<file path="config.mk">
export PLATFORM = sky130hd
export DESIGN_NAME = tbljmp_resolver
export DESIGN_NICKNAME = d
export VERILOG_FILES = /design/src/rtl/tj_pkg.sv /design/src/rtl/tj_addr_gen.sv /design/src/rtl/tj_target_fmt.sv /design/src/rtl/tj_ctrl.sv /design/src/rtl/tbljmp_resolver.sv
export SDC_FILE = /design/constraint.sdc
export NUM_CORES = 1
export LEC_CHECK = 0
export ABC_AREA = 1
export ABC_CLOCK_PERIOD_IN_PS = 2700
export CELL_PAD_IN_SITES_DETAIL_PLACEMENT = 1
export CELL_PAD_IN_SITES_GLOBAL_PLACEMENT = 1
export CORE_UTILIZATION = 30
export DETAILED_ROUTE_END_ITERATION = 16
export GPL_TIMING_DRIVEN = 0
export PLACE_DENSITY = 0.75
export SLEW_MARGIN = 10
export SYNTH_ARGS = -nofsm -noshare
export SYNTH_HDL_FRONTEND = slang
export SYNTH_SLANG_ARGS = --single-unit
</file>
<file path="constraint.sdc">
create_clock -name clk -period 2.7 [get_ports clk]
set_input_delay 0.675 -clock clk [delete_from_list [all_inputs] [get_ports clk]]
set_output_delay 0.675 -clock clk [all_outputs]
set_load 0.005 [all_outputs]
</file>
<file path="src/rtl/tj_pkg.sv">
// Shared types and constants for the table-jump resolver.
// Assumes cause codes fit in 5 bits.
package tj_pkg;
    typedef enum logic [2:0] {
        ST_IDLE,
        ST_CHECK,
        ST_REQ,
        ST_WAIT,
        ST_DONE
    } tj_state_e;

    localparam int CAUSE_W = 5;
    localparam logic [CAUSE_W-1:0] CAUSE_FETCH_FAULT = 5'd1;
    localparam logic [CAUSE_W-1:0] CAUSE_ILLEGAL     = 5'd2;
endpackage

</file>
<file path="src/rtl/tj_addr_gen.sv">
// Entry address generator: strips the mode field, scales the index by the
// entry size and adds it to the base. In narrow mode the sum wraps at 32 bits
// and is zero-extended. Also flags a nonzero mode field.
// Assumes XLEN_W >= NARROW_W + 1 and purely combinational use.
module tj_addr_gen #(
    parameter int XLEN_W   = 64,
    parameter int NARROW_W = 32,
    parameter int IDX_W    = 8,
    parameter int MODE_W   = 6
) (
    input  logic [XLEN_W-1:0] ctrl,
    input  logic [IDX_W-1:0]  index,
    input  logic              wide_mode,
    output logic [XLEN_W-1:0] addr,
    output logic              mode_bad
);
    localparam int WIDE_SH   = 3;
    localparam int NARROW_SH = 2;

    logic [XLEN_W-1:0]   base_w;
    logic [XLEN_W-1:0]   off_w;
    logic [NARROW_W-1:0] off_n;
    logic [XLEN_W-1:0]   sum_w;
    logic [NARROW_W-1:0] sum_n;

    // Mode check and base extraction.
    always_comb begin
        mode_bad = |ctrl[MODE_W-1:0];
        base_w   = {ctrl[XLEN_W-1:MODE_W], {MODE_W{1'b0}}};
    end

    // Scaled offsets for both entry sizes.
    always_comb begin
        off_w = {{(XLEN_W-IDX_W-WIDE_SH){1'b0}}, index, {WIDE_SH{1'b0}}};
        off_n = {{(NARROW_W-IDX_W-NARROW_SH){1'b0}}, index, {NARROW_SH{1'b0}}};
    end

    // Address sum per width, narrow one wrapping at NARROW_W bits.
    always_comb begin
        sum_w = base_w + off_w;
        sum_n = base_w[NARROW_W-1:0] + off_n;
        addr  = wide_mode ? sum_w : {{(XLEN_W-NARROW_W){1'b0}}, sum_n};
    end
endmodule

</file>
<file path="src/rtl/tj_target_fmt.sv">
// Target formatter: selects the entry width, zero-extends a narrow entry and
// clears bit 0. Combinational only.
module tj_target_fmt #(
    parameter int XLEN_W   = 64,
    parameter int NARROW_W = 32
) (
    input  logic [XLEN_W-1:0] rdata,
    input  logic              wide_mode,
    output logic [XLEN_W-1:0] target
);
    // Width selection and low-bit clearing.
    always_comb begin
        if (wide_mode) begin
            target = {rdata[XLEN_W-1:1], 1'b0};
        end else begin
            target = {{(XLEN_W-NARROW_W){1'b0}}, rdata[NARROW_W-1:1], 1'b0};
        end
    end
endmodule

</file>
<file path="src/rtl/tj_ctrl.sv">
// Sequencer for one table-jump resolution: IDLE -> CHECK -> (REQ -> WAIT*) ->
// DONE -> IDLE. Checks the permission grant first, then the mode field, and
// only then reads. Holds the result until the done cycle.
// Assumes its operands are held stable by the caller from launch to done.
module tj_ctrl
    import tj_pkg::*;
#(
    parameter int XLEN_W = 64
) (
    input  logic               clk,
    input  logic               rst_n,
    input  logic               start,
    input  logic               perm_ok,
    input  logic [CAUSE_W-1:0] perm_cause,
    input  logic               mode_bad,
    input  logic               mem_ack,
    input  logic               mem_fault,
    input  logic [XLEN_W-1:0]  fmt_target,
    output logic               launch,
    output logic               mem_req,
    output logic               done,
    output logic               tgt_valid,
    output logic               exc_valid,
    output logic [CAUSE_W-1:0] exc_cause,
    output logic [XLEN_W-1:0]  target
);
    tj_state_e          st, st_nx;
    logic               exc_q;
    logic [CAUSE_W-1:0] cause_q;
    logic [XLEN_W-1:0]  tgt_q;

    // Next-state selection.
    always_comb begin
        st_nx = st;
        unique case (st)
            ST_IDLE:  if (start) st_nx = ST_CHECK;
            ST_CHECK: st_nx = (!perm_ok || mode_bad) ? ST_DONE : ST_REQ;
            ST_REQ:   st_nx = mem_ack ? ST_DONE : ST_WAIT;
            ST_WAIT:  if (mem_ack) st_nx = ST_DONE;
            ST_DONE:  st_nx = ST_IDLE;
            default:  st_nx = ST_IDLE;
        endcase
    end

    // State register.
    always_ff @(posedge clk) begin
        if (!rst_n) st <= ST_IDLE;
        else        st <= st_nx;
    end

    // Result capture: rejection in CHECK, read outcome on acknowledge.
    always_ff @(posedge clk) begin
        if (!rst_n) begin
            exc_q   <= 1'b0;
            cause_q <= '0;
            tgt_q   <= '0;
        end else if (st == ST_CHECK && !perm_ok) begin
            exc_q   <= 1'b1;
            cause_q <= perm_cause;
            tgt_q   <= '0;
        end else if (st == ST_CHECK && mode_bad) begin
            exc_q   <= 1'b1;
            cause_q <= CAUSE_ILLEGAL;
            tgt_q   <= '0;
        end else if ((st == ST_REQ || st == ST_WAIT) && mem_ack) begin
            exc_q   <= mem_fault;
            cause_q <= mem_fault ? CAUSE_FETCH_FAULT : '0;
            tgt_q   <= mem_fault ? '0 : fmt_target;
        end
    end

    // Output decode.
    always_comb begin
        launch    = (st == ST_IDLE) && start;
        mem_req   = (st == ST_REQ) || (st == ST_WAIT);
        done      = (st == ST_DONE);
        tgt_valid = done && !exc_q;
        exc_valid = done && exc_q;
        exc_cause = cause_q;
        target    = tgt_q;
    end

    // A withheld grant ends the request with its own cause and no read.
    p_perm_noread_r1: assert property (@(posedge clk) disable iff (!rst_n)
        (st == ST_CHECK && !perm_ok) |=> (!mem_req && exc_valid && exc_cause == $past(perm_cause)));

    // A nonzero mode with a grant ends as illegal instruction, no read.
    p_mode_noread_r2: assert property (@(posedge clk) disable iff (!rst_n)
        (st == ST_CHECK && perm_ok && mode_bad) |=> (!mem_req && exc_valid && exc_cause == CAUSE_ILLEGAL));

    // A faulting acknowledge becomes an access-fault exception.
    p_fault_cause_r7: assert property (@(posedge clk) disable iff (!rst_n)
        (mem_req && mem_ack && mem_fault) |=> (exc_valid && exc_cause == CAUSE_FETCH_FAULT));

    // A request is held until acknowledged.
    p_req_hold_r8: assert property (@(posedge clk) disable iff (!rst_n)
        (mem_req && !mem_ack) |=> mem_req);

    // Done never lasts two cycles.
    p_done_single_r9: assert property (@(posedge clk) disable iff (!rst_n)
        done |=> !done);
endmodule

</file>
<file path="src/rtl/tbljmp_resolver.sv">
// Table-jump target resolver top. Captures the operands on an accepted start,
// derives the entry address, and lets the sequencer run the checks and the read.
// Assumes mem_rdata and mem_fault are valid only while mem_ack is high.
module tbljmp_resolver
    import tj_pkg::*;
#(
    parameter int XLEN_W   = 64,
    parameter int NARROW_W = 32,
    parameter int IDX_W    = 8,
    parameter int MODE_W   = 6
) (
    input  logic               clk,
    input  logic               rst_n,
    input  logic               start,
    input  logic [IDX_W-1:0]   index,
    input  logic [XLEN_W-1:0]  ctrl,
    input  logic               wide_mode,
    input  logic               perm_ok,
    input  logic [CAUSE_W-1:0] perm_cause,
    output logic               mem_req,
    output logic [XLEN_W-1:0]  mem_addr,
    output logic               mem_dword,
    input  logic               mem_ack,
    input  logic [XLEN_W-1:0]  mem_rdata,
    input  logic               mem_fault,
    output logic               done,
    output logic               tgt_valid,
    output logic [XLEN_W-1:0]  target,
    output logic               exc_valid,
    output logic [CAUSE_W-1:0] exc_cause
);
    logic               launch;
    logic [IDX_W-1:0]   idx_q;
    logic [XLEN_W-1:0]  ctrl_q;
    logic               wide_q;
    logic               perm_q;
    logic [CAUSE_W-1:0] pcause_q;
    logic               mode_bad;
    logic [XLEN_W-1:0]  fmt_target;

    // Operand capture on an accepted start.
    always_ff @(posedge clk) begin
        if (!rst_n) begin
            idx_q    <= '0;
            ctrl_q   <= '0;
            wide_q   <= 1'b0;
            perm_q   <= 1'b0;
            pcause_q <= '0;
        end else if (launch) begin
            idx_q    <= index;
            ctrl_q   <= ctrl;
            wide_q   <= wide_mode;
            perm_q   <= perm_ok;
            pcause_q <= perm_cause;
        end
    end

    tj_addr_gen #(
        .XLEN_W  (XLEN_W),
        .NARROW_W(NARROW_W),
        .IDX_W   (IDX_W),
        .MODE_W  (MODE_W)
    ) addr_i (
        .ctrl     (ctrl_q),
        .index    (idx_q),
        .wide_mode(wide_q),
        .addr     (mem_addr),
        .mode_bad (mode_bad)
    );

    tj_target_fmt #(
        .XLEN_W  (XLEN_W),
        .NARROW_W(NARROW_W)
    ) fmt_i (
        .rdata    (mem_rdata),
        .wide_mode(wide_q),
        .target   (fmt_target)
    );

    tj_ctrl #(
        .XLEN_W(XLEN_W)
    ) ctrl_i (
        .clk       (clk),
        .rst_n     (rst_n),
        .start     (start),
        .perm_ok   (perm_q),
        .perm_cause(pcause_q),
        .mode_bad  (mode_bad),
        .mem_ack   (mem_ack),
        .mem_fault (mem_fault),
        .fmt_target(fmt_target),
        .launch    (launch),
        .mem_req   (mem_req),
        .done      (done),
        .tgt_valid (tgt_valid),
        .exc_valid (exc_valid),
        .exc_cause (exc_cause),
        .target    (target)
    );

    // Read size follows the captured width selector.
    always_comb mem_dword = wide_q;

    // Address and size stay put while a read waits.
    p_addr_stable_r8: assert property (@(posedge clk) disable iff (!rst_n)
        (mem_req && !mem_ack) |=> ($stable(mem_addr) && $stable(mem_dword)));

    // Narrow reads never address above the narrow range and are word aligned.
    p_narrow_addr_r5: assert property (@(posedge clk) disable iff (!rst_n)
        (mem_req && !mem_dword) |-> (mem_addr[XLEN_W-1:NARROW_W] == '0 && mem_addr[1:0] == 2'b00));

    // A returned target is always even.
    p_tgt_even_r6: assert property (@(posedge clk) disable iff (!rst_n)
        tgt_valid |-> !target[0]);
endmodule

</file>
After elaboration in Yosys (flattened, before gate mapping)
Index checks and enable logic that the tools add are counted.

word-level totals
  bits in registers = 152
  latch bits = 0
  bits in writable memories = 0
  memory bits (read-only) = 0
  input port bits = 148
  output and inout bits = 138
  logic and storage cells = 48
  memories kept = 0

operators by class
  add/sub/neg operators = 2
  $mul = 0
  divide/modulo/power cells = 0
  order comparisons = 0
  equality and inequality tests = 6
  shift-type cells = 0
  multiplexer cells = 15
  bitwise operators = 1
  reductions and logical operators = 15

operator list
  kind                                                 count
  2-to-1 mux 64 bit                                    3
  adder 64 x 11 -> 64 bit                              1
  adder 32 x 10 -> 32 bit                              1
  2-to-1 mux 5 bit                                     3
  2-to-1 mux 3 bit                                     4
  case mux 3 bit (4 select lines)                      1
  equality test 3 x 2 -> 1 bit, second input constant  2
  logical AND 1 bit                                    6
  OR reduction 6 bit                                   1
  2-to-1 mux 1 bit                                     4
  inequality test 2 bit, second input constant         2
  equality test 3 x 1 -> 1 bit, second input constant  1
  equality test 3 bit, second input constant           1
  logical NOT 3 bit                                    1
  nonzero test 3 bit                                   1
  OR reduction 3 bit                                   1
  logical NOT 1 bit                                    2
  logical OR 1 bit                                     2
  AND reduction 2 bit                                  1
  inverter 1 bit                                       1

Longest topological paths before layout
  word-level depth = 6
  mapped depth = 12
  depth with buffers taken out = 12

Hierarchy
From an unflattened synthesis, not the netlist that was laid out.

unflattened totals
  cell total of the unflattened synthesis = 1598
  area total of the unflattened synthesis = 9785.6 sq um

by module, submodules not included
  module           times used  cells an instance  area an instance (sq um)  seq. area each (sq um)
  tbljmp_resolver  1           501                3390.8                    1581.5
  tj_addr_gen      1           653                3037.9                    0.0
  tj_ctrl          1           344                2839.0                    1461.4
  tj_target_fmt    1           100                518.0                     0.0

Worst setup path after synthesis
No wires, ideal clock.

  kind = register -> output
  start = register idx_q[4]
  end = output port mem_addr[24]
  arrival = 1.818 ns
  required time = 2.025 ns
  slack = 0.207 ns
  cell stages (with the launch flop) = 10
  buffers on the path = 0
  cells stage by stage = dfxtp_1 ha_1 inv_1 fa_1 o21ai_0 nand2_1 nand2_1 nand2_1 o21ai_0 nand2_1

on the way
  word-level cells in the longest chain between the ends = 2

RTL lines
  element                                                             line                                  RTL
  from (decl)                                                         tbljmp_resolver.sv:33                 logic [IDX_W-1:0] idx_q;
  from (signal assigned)                                              tbljmp_resolver.sv:50                 idx_q <= index;
  adder 64 x 11 -> 64 bit or adder 32 x 10 -> 32 bit (tied branches)  tj_addr_gen.sv:40, tj_addr_gen.sv:41
  2-to-1 mux 64 bit (*)                                               tj_addr_gen.sv:42                     addr = wide_mode ? sum_w : {{(XLEN_W-NARROW_W){1'b0}}, sum_n};
  to (decl)                                                           tbljmp_resolver.sv:21                 output logic [XLEN_W-1:0] mem_addr,

Every way passes the cells marked *; elsewhere a longest branch is shown, timed or not.

Worst setup path in the final report
  start = register ctrl_q[6]
  end = output port mem_addr[30]

on the way
  word-level cells in the longest chain between the ends = 2

RTL lines
  element                                                             line                                  RTL
  from (decl)                                                         tbljmp_resolver.sv:34                 logic [XLEN_W-1:0] ctrl_q;
  from (signal assigned)                                              tbljmp_resolver.sv:51                 ctrl_q <= ctrl;
  adder 64 x 11 -> 64 bit or adder 32 x 10 -> 32 bit (tied branches)  tj_addr_gen.sv:40, tj_addr_gen.sv:41
  2-to-1 mux 64 bit (*)                                               tj_addr_gen.sv:42

Marks and branches as above.

==> metrics.md <==
| Metric | Value |
|---|---|
| Crit end category | `output pin` |
| Hold bufs inserted after CTS | `0` |
| Post-route ant nets | `0` |
| Initial antenna violation count | `1` |
| Hold slack | `448.7 ps` |
| Layout cells sized above 1 | `0.2671` |
| Post-Syn Area | `8294 sq um` |
| Sequential area share after synthesis | `0.3645` |
| Reg-to-Reg Start | `ctrl_i.st[1]$_SDFFE_PN0P_` |
| Distinct cell type count after synthesis | `30` |
| Largest net degree at the start of global routing | `17` |
| CP Launch Type | `flip-flop` |
| Fmax | `312.8 MHz` |
| WL/cell | `21.08 um` |
| Post-DP HPWL | `27770 um` |
| First-pass GRT wire length | `57920 um` |
| Min-delay src | `ctrl_q[4]$_SDFFE_PN0P_` |
| Hold Crit Class | `flip-flop to flip-flop` |
| Core area | `27030 sq um` |
| Post-synthesis xor/xnor area fraction | `0.02112` |
| WS Path Type | `flip-flop to output pin` |
| Fin. max-slew vios | `0` |
| #FFs+latches synth | `151` |
| Final setup violation count | `56` |
| Worst slew pin tran | `965.8 ps` |
| CTS tree | `built` |
| Initial DRC count | `639` |
| Die width | `168.3 um` |
| # DRC | `0` |
| CP Max Fanout | `5` |
| Final Worst Setup Slack | `-497.3 ps` |
| Outcome | `finished with violations` |
| MaxCap Viol Count | `0` |
| Mux cell area share after synthesis | `0` |
| GRT Overall Usage | `0.2660` |
| Vias per cell | `5.237` |
| Total gr overflow | `0` |
| Final wirelength | `42310 um` |
| Die area | `28320 sq um` |
| Peak VDD IR | `439.4 uV` |
| Fin nets | `1812` |
| Drt pass-1 iters | `5` |
| Vias in the first global route | `10280` |
| Worst clock skew | `18.19 ps` |
| CP arrival | `2520 ps` |
| Failing checks | `setup timing` |
| Layout Cells excl Fill | `2007` |
| RSZ-0062 raised after global routing | `true` |
| CP required | `2030 ps` |
| Syn avg cell area | `6.460 sq um` |
| Vias | `10510` |
| Area Growth Syn to Fin | `66.03%` |
| Die Ht | `168.3 um` |
| Complex-gate fraction of the synthesized area | `0.1611` |
| CTS buffer count | `17` |
| Leak | `5.393 nW` |
| Pwr dens | `562.8 nW/um^2` |
| Clock latency on the worst-skew pair | `440 ps` |
| Placed insts | `1908` |
| Post-place setup slack | `-653.8 ps` |
| Relative slew slack | `0.3562` |
| Clk sink count | `151` |
| GPL Wtd Cong | `0.9434` |
| H-tree levels | `4` |
| Initial core utilization | `0.3069` |
| Crit path time final | `3197 ps` |
| Post-Synth Simple-Gate Area | `0.3307` |
| Fin. Hold Viols | `0` |
| Synth Area in Adders | `0.01840` |
| Root buffer cell | `clkbuf_16` |
| Final period util | `1.184` |
| Largest family of logic cells by synthesized area | `simple AND/OR/NAND/NOR gates` |
| PortBufs | `281` |
| Num ports | `286` |
| Post-Syn Instances | `1284` |
| Clock transition at path regs | `80 ps` |
| Ant diodes | `0` |
| Yosys warns | `0` |
| Clock Path Buffers | `2` |
| Worst Setup SP | `ctrl_q[6]$_SDFFE_PN0P_` |
| Cell Rows | `60` |
==> cells in the mapped netlist <==
cell,instances,area share
inv_1,138,0.062
o21ai_1,6,0.0036
nand2_2,17,0.013
dfxtp_1,151,0.36
conb_1,1,0.00045
o21ai_2,1,0.0011
buf_1,1,0.00045
nand3b_1,4,0.0036
nand2_1,310,0.14
buf_2,19,0.011
nor3_1,6,0.0036
and2_1,2,0.0015
inv_2,5,0.0023
clkbuf_1,27,0.012
buf_4,9,0.0081
nand3_2,1,0.0012
xor2_1,20,0.021
ha_1,9,0.014
nor3_2,2,0.0024
o211ai_1,1,0.00091
o21ai_0,99,0.060
o221ai_1,1,0.0011
nand4_1,15,0.011
nor2_2,11,0.0083
buf_6,5,0.0068
nor2_4,10,0.014
nor2_1,141,0.064
fa_1,2,0.0048
a21oi_1,157,0.095
nand3_1,113,0.068
==> state kept, by name, indices dropped and copies added (netlist names) <==
signal and cells:
ctrl_q 64, mem_dword 1, idx_q 8, ctrl_i.target 63, ctrl_i.exc_cause 5, perm_q 1, pcause_q 5, ctrl_i.exc_q 1
ctrl_i.st 3
==> layer usage <==
| layer | global-route usage | vias to the layer above | routed length [um] |
|---|---|---|---|
| met5 | 0 | - | 0 |
| met2 | 0.4501 | 411 | 20740 |
| met1 | 0.3415 | 5138 | 17630 |
| met4 | 0.1032 | 0 | 1816 |
| met3 | 0.03644 | 103 | 2126 |
| li1 | - | 4859 | - |
==> worst max-delay path, cell delays in order, from the launching register on <==
cell and delay (ps):
dfxtp_4 380, ha_4 170, fa_2 420, nand2_4 110, nand3_4 100, nand3_4 110
nand2_8 90, nand2_4 90, nand2_4 70, buf_6 140, nand2_4 60, xor2_2 180
buf_2 140
==> where the power goes <==
part	internal [W]	leakage, nW	switching (W)
Combinational	0.000972	3.84	0.00135
Clock	0.00150	0.310	0.00117
Sequential	0.00247	1.25	0.000285
==> cells in the final DEF, fill, tap and decap left out, types with 20 or more instances in the layout <==
cell type	n
nand2_1	250
o21ai_0	89
buf_4	43
clkbuf_1	23
nand2_2	39
dfxtp_1	125
nand3_4	20
nand2_4	33
nor2_4	25
nor2_1	97
buf_2	67
buf_6	37
inv_1	127
nor2_2	40
a21oi_1	149
nand3_1	90
clkdlybuf4s50_1	222
==> timing repair <==
item | 4_1_cts | 5_1_grt
resized for setup | 410 | 174
setup endpoints to repair | 62 | 58
setup buffers | 37 | 33
cloned | 0 | 0
pin swaps | 72 | 75
==> per-stage QoR <==
stage / area [sq um] / power [W] / setup TNS (ps) / util
6_report: 13770 / 0.007750 / -17730 / 0.5095
2_1_floorplan: 8302 / 0.003576 / 0 / -
3_3_place_gp: 11540 / 0.004508 / -24870 / 0.4270
4_1_cts: 13080 / 0.007360 / -12110 / 0.4841
5_1_grt: 13770 / 0.008040 / -21100 / 0.5095
3_5_place_dp: 11540 / 0.004550 / -26610 / 0.4270
==> final timing paths <==
check | end | slack, ps | cells past startpoint
max | mem_addr[30] | -500 | 12
min | ctrl_q[4]$_SDFFE_PN0P_ | 450 | 2
max reg2reg | idx_q[6]$_SDFFE_PN0P_ | 460 | 5
min reg2reg | ctrl_q[4]$_SDFFE_PN0P_ | 450 | 2
==> final cells by class <==
cell class,count,area [sq um]
fillers,3337,13260
multi-input cells,931,5533
repair buffers,348,3176
flip-flops and latches,151,3075
inverters,143,555.5
well taps,341,426.7
clock buffers,17,425.4
plain buffers,61,374.1
clock inverters,15,205.2
==> kinds of logic after synthesis <==
kind of cell               Yosys count
xor gates and xnor gates            20
and+or+nand+nor                    632
other                                1
AOI/OAI and AO/OA                  265
DFF                                151
adders and majority gates           11
buffers and inverters              204
Power figures use the tool's default switching activity.
